File: src/rtl/pbus_pkg.sv
package pbus_pkg;

    localparam int BUS_W = 8;

    typedef enum logic [2:0] {
        SQ_IDLE,
        SQ_SELREL,
        SQ_CMD,
        SQ_SETUP,
        SQ_DATA,
        SQ_STAT,
        SQ_MSG
    } seq_state_t;

    typedef enum logic [1:0] {
        HS_IDLE,
        HS_SETUP,
        HS_REQ,
        HS_REL
    } hs_state_t;

    // active-high meaning of the three phase lines
    typedef struct packed {
        logic to_host;
        logic is_data;
        logic is_msg;
    } phase_t;

    typedef struct packed {
        logic [BUS_W-1:0] len_dummy;
        logic             unused;
    } reserved_t;

    function automatic logic exactly_one(input logic [BUS_W-1:0] v);
        int n;
        n = 0;
        for (int i = 0; i < BUS_W; i++) begin
            if (v[i]) n++;
        end
        return (n == 1);
    endfunction

endpackage

File: src/rtl/pbus_sel_det.sv
module pbus_sel_det
    import pbus_pkg::*;
#(
    parameter int UNIT_ID = 2
) (
    input  logic             sel_n,
    input  logic [BUS_W-1:0] db_n,
    output logic             hit
);
    logic [BUS_W-1:0] lines;

    always_comb begin
        lines = ~db_n;
        hit   = !sel_n && exactly_one(lines) && lines[UNIT_ID];
    end
endmodule

File: src/rtl/pbus_byte_hs.sv
module pbus_byte_hs
    import pbus_pkg::*;
(
    input  logic             clk,
    input  logic             rst,
    input  logic             abort,
    input  logic             start,
    input  logic             to_host,
    input  logic [BUS_W-1:0] byte_in,
    input  logic             ack_n,
    output logic             idle,
    output logic             req,
    output logic             oe,
    output logic [BUS_W-1:0] byte_out,
    output logic             cap,
    output logic             done
);
    hs_state_t        st;
    logic             dir_q;
    logic [BUS_W-1:0] out_q;

    always_ff @(posedge clk) begin
        if (rst || abort) begin
            st    <= HS_IDLE;
            dir_q <= 1'b0;
            out_q <= '0;
        end else begin
            case (st)
                HS_IDLE: if (start) begin
                    dir_q <= to_host;
                    out_q <= byte_in;
                    st    <= HS_SETUP;
                end
                HS_SETUP: if (ack_n) st <= HS_REQ;
                HS_REQ:   if (!ack_n) st <= HS_REL;
                HS_REL:   if (ack_n) st <= HS_IDLE;
                default:  st <= HS_IDLE;
            endcase
        end
    end

    always_comb begin
        idle     = (st == HS_IDLE);
        req      = (st == HS_REQ);
        oe       = dir_q && (st != HS_IDLE);
        byte_out = out_q;
        cap      = (st == HS_REQ) && !ack_n && !dir_q;
        done     = (st == HS_REL) && ack_n;
    end
endmodule

File: src/rtl/pbus_phase_seq.sv
module pbus_phase_seq
    import pbus_pkg::*;
#(
    parameter int CMD_BYTES = 6,
    parameter int LEN_W     = 8
) (
    input  logic             clk,
    input  logic             rst,
    input  logic             abort,
    input  logic             sel_hit,
    input  logic             sel_n,
    input  logic             hs_idle,
    input  logic             hs_done,
    input  logic             rx_pend,
    input  logic             tx_valid,
    input  logic [BUS_W-1:0] tx_data,
    input  logic             cfg_valid,
    input  logic [LEN_W-1:0] cfg_len,
    input  logic             cfg_to_host,
    input  logic [BUS_W-1:0] cfg_status,
    input  logic [BUS_W-1:0] cfg_msg,
    output logic             busy,
    output phase_t           phase,
    output logic             in_cmd,
    output logic             hs_start,
    output logic             hs_to_host,
    output logic [BUS_W-1:0] hs_byte,
    output logic             tx_ready,
    output logic             cfg_ready
);
    localparam int CMD_W = $clog2(CMD_BYTES + 1);
    localparam int CW    = (LEN_W > CMD_W) ? LEN_W : CMD_W;

    seq_state_t       st;
    logic [CW-1:0]    cnt;
    logic [LEN_W-1:0] len_q;
    logic             dir_q;
    logic [BUS_W-1:0] stat_q;
    logic [BUS_W-1:0] msg_q;

    always_ff @(posedge clk) begin
        if (rst || abort) begin
            st     <= SQ_IDLE;
            cnt    <= '0;
            len_q  <= '0;
            dir_q  <= 1'b0;
            stat_q <= '0;
            msg_q  <= '0;
        end else begin
            case (st)
                SQ_IDLE:   if (sel_hit) st <= SQ_SELREL;
                SQ_SELREL: if (sel_n) begin
                    st  <= SQ_CMD;
                    cnt <= '0;
                end
                SQ_CMD: if (hs_done) begin
                    if (cnt == CW'(CMD_BYTES - 1)) st <= SQ_SETUP;
                    else cnt <= cnt + 1'b1;
                end
                SQ_SETUP: if (cfg_valid) begin
                    len_q  <= cfg_len;
                    dir_q  <= cfg_to_host;
                    stat_q <= cfg_status;
                    msg_q  <= cfg_msg;
                    cnt    <= '0;
                    st     <= (cfg_len == '0) ? SQ_STAT : SQ_DATA;
                end
                SQ_DATA: if (hs_done) begin
                    if (cnt == CW'(len_q) - 1'b1) st <= SQ_STAT;
                    else cnt <= cnt + 1'b1;
                end
                SQ_STAT: if (hs_done) st <= SQ_MSG;
                SQ_MSG:  if (hs_done) st <= SQ_IDLE;
                default: st <= SQ_IDLE;
            endcase
        end
    end

    always_comb begin
        busy       = (st != SQ_IDLE);
        in_cmd     = (st == SQ_CMD);
        hs_start   = 1'b0;
        hs_to_host = 1'b0;
        hs_byte    = '0;
        tx_ready   = 1'b0;
        cfg_ready  = (st == SQ_SETUP);
        phase      = '{to_host: 1'b0, is_data: 1'b1, is_msg: 1'b0};
        case (st)
            SQ_CMD: begin
                phase    = '{to_host: 1'b0, is_data: 1'b0, is_msg: 1'b0};
                hs_start = hs_idle && !rx_pend;
            end
            SQ_DATA: begin
                phase = '{to_host: dir_q, is_data: 1'b1, is_msg: 1'b0};
                if (dir_q) begin
                    hs_start   = hs_idle && tx_valid;
                    tx_ready   = hs_idle && tx_valid;
                    hs_to_host = 1'b1;
                    hs_byte    = tx_data;
                end else begin
                    hs_start = hs_idle && !rx_pend;
                end
            end
            SQ_STAT: begin
                phase      = '{to_host: 1'b1, is_data: 1'b0, is_msg: 1'b0};
                hs_start   = hs_idle;
                hs_to_host = 1'b1;
                hs_byte    = stat_q;
            end
            SQ_MSG: begin
                phase      = '{to_host: 1'b1, is_data: 1'b0, is_msg: 1'b1};
                hs_start   = hs_idle;
                hs_to_host = 1'b1;
                hs_byte    = msg_q;
            end
            default: ;
        endcase
    end
endmodule

File: src/rtl/pbus_target.sv
module pbus_target
    import pbus_pkg::*;
#(
    parameter int UNIT_ID   = 2,
    parameter int CMD_BYTES = 6,
    parameter int LEN_W     = 8
) (
    input  logic             clk,
    input  logic             rst,
    input  logic             bus_rst_n,
    input  logic             bus_sel_n,
    input  logic             bus_ack_n,
    input  logic [7:0]       bus_db_in_n,
    output logic             bus_bsy_n,
    output logic             bus_req_n,
    output logic             bus_io_n,
    output logic             bus_cd_n,
    output logic             bus_msg_n,
    output logic [7:0]       bus_db_out_n,
    output logic             bus_db_oe,
    output logic             rx_valid,
    input  logic             rx_ready,
    output logic [7:0]       rx_data,
    output logic             rx_is_cmd,
    input  logic             tx_valid,
    output logic             tx_ready,
    input  logic [7:0]       tx_data,
    input  logic             cfg_valid,
    output logic             cfg_ready,
    input  logic [LEN_W-1:0] cfg_len,
    input  logic             cfg_to_host,
    input  logic [7:0]       cfg_status,
    input  logic [7:0]       cfg_msg
);
    logic             abort;
    logic             sel_hit_raw;
    logic             sel_hit;
    logic             busy;
    phase_t           phase;
    logic             in_cmd;
    logic             hs_start;
    logic             hs_to_host;
    logic [BUS_W-1:0] hs_byte;
    logic             hs_idle;
    logic             hs_req;
    logic             hs_oe;
    logic [BUS_W-1:0] hs_out;
    logic             hs_cap;
    logic             hs_done;

    assign abort   = !bus_rst_n;
    assign sel_hit = sel_hit_raw && !busy;

    pbus_sel_det #(.UNIT_ID(UNIT_ID)) i_sel (
        .sel_n (bus_sel_n),
        .db_n  (bus_db_in_n),
        .hit   (sel_hit_raw)
    );

    pbus_phase_seq #(.CMD_BYTES(CMD_BYTES), .LEN_W(LEN_W)) i_seq (
        .clk        (clk),
        .rst        (rst),
        .abort      (abort),
        .sel_hit    (sel_hit),
        .sel_n      (bus_sel_n),
        .hs_idle    (hs_idle),
        .hs_done    (hs_done),
        .rx_pend    (rx_valid),
        .tx_valid   (tx_valid),
        .tx_data    (tx_data),
        .cfg_valid  (cfg_valid),
        .cfg_len    (cfg_len),
        .cfg_to_host(cfg_to_host),
        .cfg_status (cfg_status),
        .cfg_msg    (cfg_msg),
        .busy       (busy),
        .phase      (phase),
        .in_cmd     (in_cmd),
        .hs_start   (hs_start),
        .hs_to_host (hs_to_host),
        .hs_byte    (hs_byte),
        .tx_ready   (tx_ready),
        .cfg_ready  (cfg_ready)
    );

    pbus_byte_hs i_hs (
        .clk     (clk),
        .rst     (rst),
        .abort   (abort),
        .start   (hs_start),
        .to_host (hs_to_host),
        .byte_in (hs_byte),
        .ack_n   (bus_ack_n),
        .idle    (hs_idle),
        .req     (hs_req),
        .oe      (hs_oe),
        .byte_out(hs_out),
        .cap     (hs_cap),
        .done    (hs_done)
    );

    always_ff @(posedge clk) begin
        if (rst || abort) begin
            rx_valid  <= 1'b0;
            rx_data   <= '0;
            rx_is_cmd <= 1'b0;
        end else if (hs_cap) begin
            rx_valid  <= 1'b1;
            rx_data   <= ~bus_db_in_n;
            rx_is_cmd <= in_cmd;
        end else if (rx_ready) begin
            rx_valid  <= 1'b0;
        end
    end

    always_comb begin
        bus_bsy_n    = !busy;
        bus_req_n    = !hs_req;
        bus_io_n     = !phase.to_host;
        bus_cd_n     = phase.is_data;
        bus_msg_n    = !phase.is_msg;
        bus_db_oe    = hs_oe;
        bus_db_out_n = hs_oe ? ~hs_out : '1;
    end
endmodule

File: config.mk
export PLATFORM = sky130hd
export DESIGN_NAME = pbus_target
export DESIGN_NICKNAME = d
export VERILOG_FILES = /design/src/rtl/pbus_pkg.sv /design/src/rtl/pbus_sel_det.sv /design/src/rtl/pbus_byte_hs.sv /design/src/rtl/pbus_phase_seq.sv /design/src/rtl/pbus_target.sv
export SDC_FILE = /design/constraint.sdc
export NUM_CORES = 1
export LEC_CHECK = 0
export ABC_CLOCK_PERIOD_IN_PS = 5700
export BUFFER_PORTS_ARGS = -buffer_cell sky130_fd_sc_hd__buf_2
export CORE_MARGIN = 8
export CORE_UTILIZATION = 45
export CTS_CLUSTER_DIAMETER = 100
export DETAILED_ROUTE_END_ITERATION = 6
export PLACE_DENSITY_LB_ADDON = 0.08
export SYNTH_ARGS = -nofsm -noshare
export SYNTH_HDL_FRONTEND = slang
export SYNTH_HIERARCHICAL = 1
export SYNTH_SLANG_ARGS = --single-unit
File: constraint.sdc
create_clock -name clk -period 5.7 [get_ports clk]
set_input_delay 0.285 -clock clk [delete_from_list [all_inputs] [get_ports clk]]
set_output_delay 0.285 -clock clk [all_outputs]
set_load 0.01 [all_outputs]
* After elaboration in Yosys (flattened, before gate mapping)
Cells that the tools add are included.
** Operators by class
- Reductions and logical operators :: 32
- Multiplexer cells :: 43
- Equality and inequality tests :: 27
- Add/sub/neg operators :: 9
- Bitwise gates (word level) :: 2
** Operators by type and width (number)
- 2-to-1 mux 32 bit :: 7
- adder 32 x 2 -> 32 bit, second input constant :: 6
- 2-to-1 mux 8 bit :: 8
- == test 32 x 2 -> 1 bit, second input constant :: 1
- case mux 8 bit (4 select lines) :: 1
- 2-to-1 mux 3 bit :: 9
- case mux 8 bit (3 select lines) :: 1
- inequality test 2 bit, second input constant :: 11
- case mux 3 bit (7 select lines) :: 1
- inverter 8 bit :: 2
- case mux 3 bit (4 select lines) :: 1
- == test 3 bit, second input constant :: 3
- logical AND 1 bit :: 9
- zero test 1 bit :: 9
- AND reduction 9 bit :: 1
- adder 8 x 1 -> 8 bit, second input constant :: 1
- == test 8 x 3 -> 1 bit, second input constant :: 1
- == test 8 bit :: 1
- zero test 8 bit :: 1
- 2-to-1 mux 1 bit :: 8
- 2-to-1 mux 2 bit :: 4
- inequality test 2 x 1 -> 1 bit, second input constant :: 4
- case mux 2 bit (4 select lines) :: 1
- subtractor 8 x 1 -> 8 bit, second input constant :: 1
- other kinds (17) :: 21
** Word-level totals
- Register bits after elaboration :: 57
- Logic and storage cells :: 125
- Output and inout bits :: 26

* Longest topological paths before layout
Gate-level depths: netlist (run 1).
- Depth after elaboration :: 22
- Depth in mapped cells :: 27
- Depth with buffers taken out :: 27

* By module
The synthesis (run 1) kept the hierarchy.
** By module, submodules not included
- pbus_phase_seq :: times used 1, area each 2023.2 µm², cells an instance 272
- pbus_sel_det :: times used 1, area each 683.2 µm², cells an instance 91
- pbus_byte_hs :: times used 1, area each 534.3 µm², cells an instance 64
- pbus_target :: times used 1, area each 469.2 µm², cells an instance 50

* Least setup slack after synthesis (run 1)
OpenSTA, ideal clock, no wires.
- Path kind :: input to register
- Start point :: input port bus_db_in_n[0]
- End point :: register i_seq.st[0]
- Required time :: 5639 ps
- Buffers on the path :: 0
- Stages on the path :: 26
- Slack :: 783 ps
- Arrival :: 4856 ps
- Cell sequence :: inv_1 ha_1 xnor2_1 ha_1 nor2b_1 a21o_1 ha_1 mux2_2 ha_1 nor2b_1 a21o_1 ha_1 mux2_2 ha_1 nand2b_1 xnor2_1 xnor2_1 nand3_1 o21ai_0 o2111a_1 nor2b_1 mux2i_1 o21ai_0 o211ai_1 a2111oi_0 a32o_1
** Between the ends
- Cells in the longest elaborated chain, start to end :: 22
** Ends and longest elaborated chain
- from (decl) :: line pbus_target.sv:13 : input logic [7:0] bus_db_in_n,
- inverter 8 bit * :: line pbus_sel_det.sv:13 : lines = ~db_n;
- 2-to-1 mux 1 bit * :: line pbus_pkg.sv:38 : if (v[i]) n++;
- adder 1 x 1 -> 2 bit :: line pbus_pkg.sv:38
- 2-to-1 mux 32 bit * :: line pbus_pkg.sv:38
- adder 32 x 2 -> 32 bit :: line pbus_pkg.sv:38
- 2-to-1 mux 32 bit * :: line pbus_pkg.sv:38
- adder 32 x 2 -> 32 bit :: line pbus_pkg.sv:38
- 2-to-1 mux 32 bit * :: line pbus_pkg.sv:38
- [... 7 more ...]
- 2-to-1 mux 32 bit * :: line pbus_pkg.sv:38
- == test 32 x 2 -> 1 bit * :: line pbus_pkg.sv:40 : return (n == 1);
- logical AND 1 bit * (2 in a row) :: line pbus_sel_det.sv:14 : hit = !sel_n && exactly_one(lines) && lines[UNIT_ID];
- net sel_hit_raw :: line pbus_target.sv:36 : logic sel_hit_raw;
- logical AND 1 bit * :: line pbus_target.sv:52 : assign sel_hit = sel_hit_raw && !busy;
- net sel_hit :: line pbus_target.sv:37 : logic sel_hit;
- inequality test 2 x 1 -> 1 bit (no source line) *
- AND reduction 9 bit (no source line) *
- to (signal assigned) :: line pbus_phase_seq.sv:66 : st <= (cfg_len == '0) ? SQ_STAT : SQ_DATA;
- to (decl) :: line pbus_phase_seq.sv:34 : seq_state_t st;
The timed path passes the listed nets; every way through them passes the cells marked *.
A chain may end at the register's enable or synchronous reset.

* Final worst setup path (run 1)
Same ends and word-level chain as after synthesis.

==> results.sh, run 1 <==
export IMPL_synth_xor_area_frac=0.0627
export IMPL_grt_overflow=0
export IMPL_grt_pass1_wl_um=15600
export IMPL_clkTransAtPathRegs_ns=0.07
export IMPL_final_cells=646
export IMPL_hold_violations=0
export IMPL_top_layer_used="met4"
export IMPL_post_cts_buffers=0
export IMPL_routedWlPerCell_um=14.5
export IMPL_async_reset_ff_frac=0
export IMPL_synth_distinct_cells=66
export IMPL_worst_slew_pin_slew_ns=1.07
export IMPL_startpoint_type="input pin"
export IMPL_via_per_inst=5.45
export IMPL_antenna_left=0
export IMPL_synth_top_area_frac=0.308
export IMPL_rr_worst_depth=8
export IMPL_ctsResizeCount=0
export IMPL_worstHoldStart="bus_db_in_n[1]"
export IMPL_synth_edff_count=0
export IMPL_wl_met3_um=709
export IMPL_fp_dieW_um=107
export IMPL_clockRootBuffer="clkbuf_8"
export IMPL_rr_startpoint="i_seq/len_q[0]"
export IMPL_cts_tree="yes"
export IMPL_wl_met1_um=4430
export IMPL_worst_ep_required_time_ns=5.99
export IMPL_fp_row_count=33
export IMPL_drt_total_wl_um=9350
export IMPL_nets=600
export IMPL_drcViolationCount=0
export IMPL_yosys_warnings=6
export IMPL_grt_pass1_vias=3333
export IMPL_drt_iter0_drc=213
export IMPL_crit_arrival_ns=5.41
export IMPL_grt_setup_unrepaired="no"
export IMPL_place_inst=630
export IMPL_synth_area_leader_cell="dfxtp_1"
export IMPL_holdCritPathClass="input pin to register"
export IMPL_syn_inst=477
export IMPL_core_um2=8090
export IMPL_grt_max_degree=31
export IMPL_io_pin_count=75
export IMPL_rrSetupSlack_ns=3.03
export IMPL_synth_ff_type="dfxtp_1"
export IMPL_synthMuxAreaShare=0.0253
export IMPL_cap_violations=0
export IMPL_timing_worst_setup_path_type="input pin to register"
export IMPL_postCtsHoldBufs=0
export IMPL_synthAdderAreaFrac=0.0506
export IMPL_ys_ff_latch=57
export IMPL_whs_path_depth=2
export IMPL_setup_viol=0
export IMPL_max_slew_margin=0.282
export IMPL_drt_first_pass_iters=5
export IMPL_fp_dieH_um=107
export IMPL_p_leak_nw=1.64
export IMPL_die_area_um2=11400
export IMPL_numCtsBuffers=9
export IMPL_clk_path_buf_depth=2
export IMPL_diodes=0
export IMPL_layout_drive_gt1_share=0.218
export IMPL_ys_seq_area_frac=0.308
export IMPL_vias=3523
export IMPL_htreeDepth=3
export IMPL_max_freq_ghz=0.195
export IMPL_synth_area_leaders="dfxtp_1 (31%), nand2_1 (8.7%), a21oi_1 (6.6%), ha_1 (5.1%), xnor2_1 (3.3%)"
export IMPL_wl_met2_um=4130
export IMPL_vdd_drop_max_uv=117
export IMPL_syn_nets=541
export IMPL_min_period_over_period=0.899
export IMPL_fin_setup_tns_ns=0
export IMPL_synth_top_family_by_area="simple AND/OR/NAND/NOR gates"
export IMPL_synth_area_um2=3710
export IMPL_regArea_um2=1140
export IMPL_syn_avg_cell_area_um2=7.78
export IMPL_cp_end_kind="register"
export IMPL_slew_violations=0
export IMPL_gp_congestion=0.849
export IMPL_r2r_end="i_seq/cnt[4]"
export IMPL_outcome="completed"
export IMPL_power_density_nw_per_um2=223
export IMPL_multi_input_area_um2=2300
export IMPL_hold_end="rx_data[1]"
export IMPL_yosys_area_share_simple=0.261
export IMPL_cts_sinks=57
export IMPL_period_needed_ns=5.12
export IMPL_grtUsageTotal=0.166
export IMPL_initial_core_util=0.458
export IMPL_critPathMaxFanout=7
export IMPL_nFillCells=831
export IMPL_syn_to_final_growth_pct=15.1
export IMPL_finalClockSkew_ns=0.00830
export IMPL_port_buffers=74
export IMPL_hpwl_um=6960
export IMPL_clkLatencyLatePin_ns=0.35
export IMPL_synth_compound_area_share=0.218
export IMPL_antenna_found_initial=0
through the flow:
stage | worst slack, ns | total power (W) | utilization | hold slack [ns] | area, µm²
after CTS | 0.599 | 0.000964 | 0.528 | 0.149 | 4270
final | 0.577 | 0.000953 | 0.528 | 0.162 | 4270
after global placement | 0.431 | 0.000566 | 0.503 | 0.442 | 4070
after detailed placement | 0.246 | 0.000572 | 0.503 | 0.449 | 4070
after global routing | 0.135 | 0.00100 | 0.528 | 0.147 | 4270
after floorplan | 0.783 | 0.000529 | - | 0.379 | 3710
cell usage after synthesis, drive strengths merged (4+ instances only):
| master | number |
|---|---|
| mux2i | 6 |
| a21oi | 49 |
| nor2b | 11 |
| nand4 | 4 |
| a222oi | 8 |
| clkbuf | 19 |
| and2 | 4 |
| or3 | 10 |
| buf | 9 |
| o21ai | 18 |
| a211oi | 11 |
| xor2 | 7 |
| ha | 15 |
| dfxtp | 57 |
| nor3b | 5 |
| nand2 | 87 |
| nor3 | 7 |
| nand2b | 6 |
| nand3 | 16 |
| a21o | 6 |
| inv | 29 |
| nor2 | 27 |
| xnor2 | 14 |
| and3 | 4 |
critical path, cell delays in order:
cell and delay [ns]:
buf_2 0.11, inv_1 0.04, ha_1 0.37, xnor2_1 0.16, ha_1 0.31, nor2b_1 0.16, a21o_1 0.17, ha_1 0.30
mux2_2 0.29, ha_1 0.29, nor2b_1 0.16, a21o_1 0.19, ha_1 0.29, mux2_2 0.27, ha_1 0.18, nand2b_1 0.08
xnor2_1 0.14, xnor2_1 0.15, nand3_1 0.09, o21ai_0 0.09, o2111a_1 0.19, nor2b_1 0.12, mux2i_1 0.06, o21ai_0 0.17
o211ai_1 0.15, a2111oi_0 0.43, a32o_1 0.18
cell usage in the layout (no fill, tap or decap), types with 5 or more instances in the layout:
cell and count:
mux2i_1 6, nand3_1 16, inv_1 28, nor2_1 26, buf_2 74, clkbuf_8 9
or3_1 9, a21oi_1 49, nand2_1 86, ha_1 15, a21o_1 5, xnor2_1 14
o21ai_0 13, nand2b_1 6, nor2b_1 10, dfxtp_1 57, a211oi_2 8, a222oi_1 8
o21ai_1 5, xor2_1 7, nor3_1 7
flip-flops by register name, summed over array words and instances (netlist names):
name	flops
rx_data	8
i_seq/len_q	8
i_hs/st	2
rx_is_cmd	1
rx_valid	1
i_hs/dir_q	1
i_seq/cnt	8
i_seq/st	3
i_seq/msg_q	8
i_hs/byte_out	8
i_seq/stat_q	8
i_seq/dir_q	1
layout make-up:
class / count / area share
Clock buffer: 9 / 0.0290
Clock inverter: 7 / 0.0185
Inverter: 30 / 0.0264
Multi-Input combinational cell: 362 / 0.538
Sequential cell: 57 / 0.267
Tap cell: 105 / 0.0308
Timing Repair Buffer: 76 / 0.0902
cells by family after synthesis:
kind of cell,after synthesis
AOI/OAI and AO/OA,117
xor gates and xnor gates,23
adders and majority gates,15
buffers and inverters,58
DFF,57
muxes,9
and+or+nand+nor,198
power breakdown:
group	internal (W)	switching (W)	total (W)	leakage, nW
registers	0.000398	0.00000154	0.000400	0.459
clock network	0.000205	0.000186	0.000391	0.0925
logic	0.0000777	0.0000839	0.000162	1.08
total	0.000681	0.000272	0.000953	1.64
metal layers:
metal | vias up | global-route usage
met5 | - | 0
met4 | 0 | 0.0513
met3 | 10 | 0.0510
met2 | 100 | 0.254
met1 | 1624 | 0.219
li1 | 1789 | -
worst max path at each step:
stage	start	to	slack (ns)	cells after the start
final	bus_db_in_n[0]	i_seq/st[0]	0.58	27
after global routing	bus_db_in_n[0]	i_seq/st[0]	0.14	27
after CTS	bus_db_in_n[0]	i_seq/st[0]	0.60	27
after detailed placement	bus_db_in_n[0]	i_seq/st[0]	0.25	27
after global placement	bus_db_in_n[0]	i_seq/st[0]	0.43	27
after floorplan	bus_db_in_n[0]	i_seq/st[0]	0.78	26
Note: power is estimated with default switching activity, not from simulation.
==> inputs of run 2 (changes only) <==
--- a/config.mk
+++ b/config.mk
@@ -5,6 +5,7 @@
 export SDC_FILE = /design/constraint.sdc
 export NUM_CORES = 1
 export LEC_CHECK = 0
+export ABC_AREA = 1
 export ABC_CLOCK_PERIOD_IN_PS = 5700
 export BUFFER_PORTS_ARGS = -buffer_cell sky130_fd_sc_hd__buf_2
 export CORE_MARGIN = 8
==> results.sh, run 2 <==
export IMPL_layout_drive_gt1_share=0.218
export IMPL_cts_sinks=57
export IMPL_crit_arrival_ns=5.03
export IMPL_diodes=0
export IMPL_syn_nets=646
export IMPL_p_leak_nw=1.96
export IMPL_final_common_cell="nand2_1"
export IMPL_synth_area_leaders="dfxtp_1 (30%), nand2_1 (11%), inv_1 (8.4%), nor2_1 (7.8%), nand3_1 (7.3%)"
export IMPL_syn_inst=582
export IMPL_cts_tree="yes"
export IMPL_setup_viol=0
export IMPL_routedWlPerCell_um=12.5
export IMPL_max_slew_margin=0.261
export IMPL_clkLatencyLatePin_ns=0.33
export IMPL_synth_common_cells="nand2_1 (113), inv_1 (84), nor2_1 (78), dfxtp_1 (57), nand3_1 (55)"
export IMPL_seqPwrFrac=0.317
export IMPL_hold_violations=0
export IMPL_yosys_warnings=6
export IMPL_core_um2=8180
export IMPL_ys_seq_area_frac=0.304
export IMPL_synth_area_um2=3760
export IMPL_rr_startpoint="i_seq/st[1]"
export IMPL_clkTransAtPathRegs_ns=0.06
export IMPL_nFillCells=872
export IMPL_crit_slowest_cell="ha_1"
export IMPL_fp_dieW_um=107
export IMPL_slew_violations=0
export IMPL_port_buffers=74
export IMPL_pwr_share_clk=0.324
export IMPL_worst_ep_required_time_ns=5.97
export IMPL_timing_worst_setup_path_type="input pin to register"
export IMPL_critical_path_max_stage_delay_ns=0.35
export IMPL_grt_max_degree=49
export IMPL_numCtsBuffers=9
export IMPL_worst_slew_pin_slew_ns=1.11
export IMPL_clockRootBuffer="clkbuf_8"
export IMPL_synth_edff_count=0
export IMPL_antenna_found_initial=0
export IMPL_syn_avg_cell_area_um2=6.46
export IMPL_io_pin_count=75
export IMPL_drt_first_pass_iters=5
export IMPL_ctsResizeCount=0
export IMPL_worstHoldStart="rx_ready"
export IMPL_initial_core_util=0.460
export IMPL_combPwrFrac=0.359
export IMPL_critPathLaunch="bus_db_in_n[0]"
export IMPL_antenna_left=0
export IMPL_drcViolationCount=0
export IMPL_fin_setup_tns_ns=0
export IMPL_synth_ff_type="dfxtp_1"
export IMPL_ys_ff_latch=57
export IMPL_period_needed_ns=4.76
export IMPL_drt_iter0_drc=203
export IMPL_clk_path_buf_depth=2
export IMPL_intPower_w=0.000919
export IMPL_vdd_drop_max_uv=183
export IMPL_via_per_inst=4.87
export IMPL_max_freq_ghz=0.210
export IMPL_post_cts_buffers=0
export IMPL_nets=716
export IMPL_hpwl_um=7380
export IMPL_power_density_nw_per_um2=330
export IMPL_synth_area_leader_cell="dfxtp_1"
export IMPL_holdCritPathClass="input pin to register"
export IMPL_grt_pass1_wl_um=15700
export IMPL_gp_congestion=0.817
export IMPL_swShare=0.371
export IMPL_outcome="completed"
export IMPL_synth_distinct_cells=36
export IMPL_grtUsageTotal=0.166
export IMPL_syn_to_final_growth_pct=17.9
export IMPL_min_period_over_period=0.835
export IMPL_mostFrequentLayoutCells="nand2_1 (113), inv_1 (84), nor2_1 (78), buf_2 (74), dfxtp_1 (57)"
export IMPL_finalClockSkew_ns=0.0108
export IMPL_critPathMaxFanout=5
export IMPL_drt_total_wl_um=9510
export IMPL_p_sw_w=0.000543
export IMPL_fp_row_count=33
export IMPL_fin_total_pwr_w=0.00146
export IMPL_cp_end_kind="register"
export IMPL_cap_violations=0
export IMPL_grt_pass1_vias=3384
export IMPL_die_area_um2=11500
export IMPL_yosysMostFrequentCell="nand2_1"
export IMPL_htreeDepth=3
export IMPL_async_reset_ff_frac=0
export IMPL_grt_overflow=0
export IMPL_synth_top_area_frac=0.304
export IMPL_startpoint_type="input pin"
export IMPL_vias=3710
export IMPL_grt_setup_unrepaired="no"
export IMPL_finish_utilization=0.542
export IMPL_fp_dieH_um=107
export IMPL_postCtsHoldBufs=0
-- run 2: path summary, 6_finish.rpt --
path                           end  slack, ns  depth (start not counted)
setup / recovery       i_seq/st[2]       0.94                         36
hold / removal            rx_valid       0.20                          4
setup reg to reg  i_hs/byte_out[0]       3.43                          9
hold reg to reg     i_seq/msg_q[4]       0.45                          2
-- run 2: cells by family (layout without fill, tap and decap cells) --
group / after synthesis / in the layout / share of synthesized area
compound gates: 93 / 93 / 0.138
xor+xnor: 8 / 8 / 0.0186
fa+ha+maj: 15 / 15 / 0.0499
buf+inv: 112 / 187 / 0.122
flops: 57 / 57 / 0.304
simple gates: 297 / 297 / 0.368
-- run 2: power by group through the flow --
stage / clock (W) / combinational (W) / sequential, W
2_1_floorplan: 0 / 0.000420 / 0.000466
3_3_place_gp: 0 / 0.000518 / 0.000470
3_5_place_dp: 0 / 0.000524 / 0.000472
4_1_cts: 0.000487 / 0.000527 / 0.000463
5_1_grt: 0.000506 / 0.000604 / 0.000468
6_report: 0.000474 / 0.000525 / 0.000463
-- run 2: final cells by class --
class / instances / area, µm² / share of cell area
Clock buffer: 10 / 138 / 0.0311
Clock inverter: 6 / 115 / 0.0260
Inverter: 95 / 362 / 0.0816
Multi-Input combinational cell: 413 / 2160 / 0.487
Sequential cell: 57 / 1140 / 0.257
Tap cell: 105 / 131 / 0.0296
Timing Repair Buffer: 76 / 385 / 0.0870
-- run 2: critical path: cells and delay by family --
| kind | cells | cell delay (ns) |
|---|---|---|
| AOI/OAI and AO/OA | 3 | 0.28 |
| buffers and inverters | 9 | 0.55 |
| and+or+nand+nor | 18 | 2.26 |
| adders and majority gates | 6 | 1.65 |
-- run 2: routing by layer --
layer / track usage / up-vias / part of all wire
li1: - / 1999 / -
met1: 0.205 / 1626 / 0.46
met2: 0.279 / 83 / 0.48
met3: 0.0503 / 2 / 0.061
met4: 0.0327 / 0 / 0.0030
met5: 0 / - / 0
-- run 2: per-stage QoR --
stage                     instance area [µm²]  instances  hold slack (ns)  setup slack, ns
final                                    4430        762            0.204            0.940
after global routing                     4430        762            0.223            0.449
after CTS                                4430        762            0.184            0.947
after detailed placement                 4180        746            0.444            0.613
after global placement                   4180        746            0.438            0.721
after floorplan                          3760        582            0.429             1.03
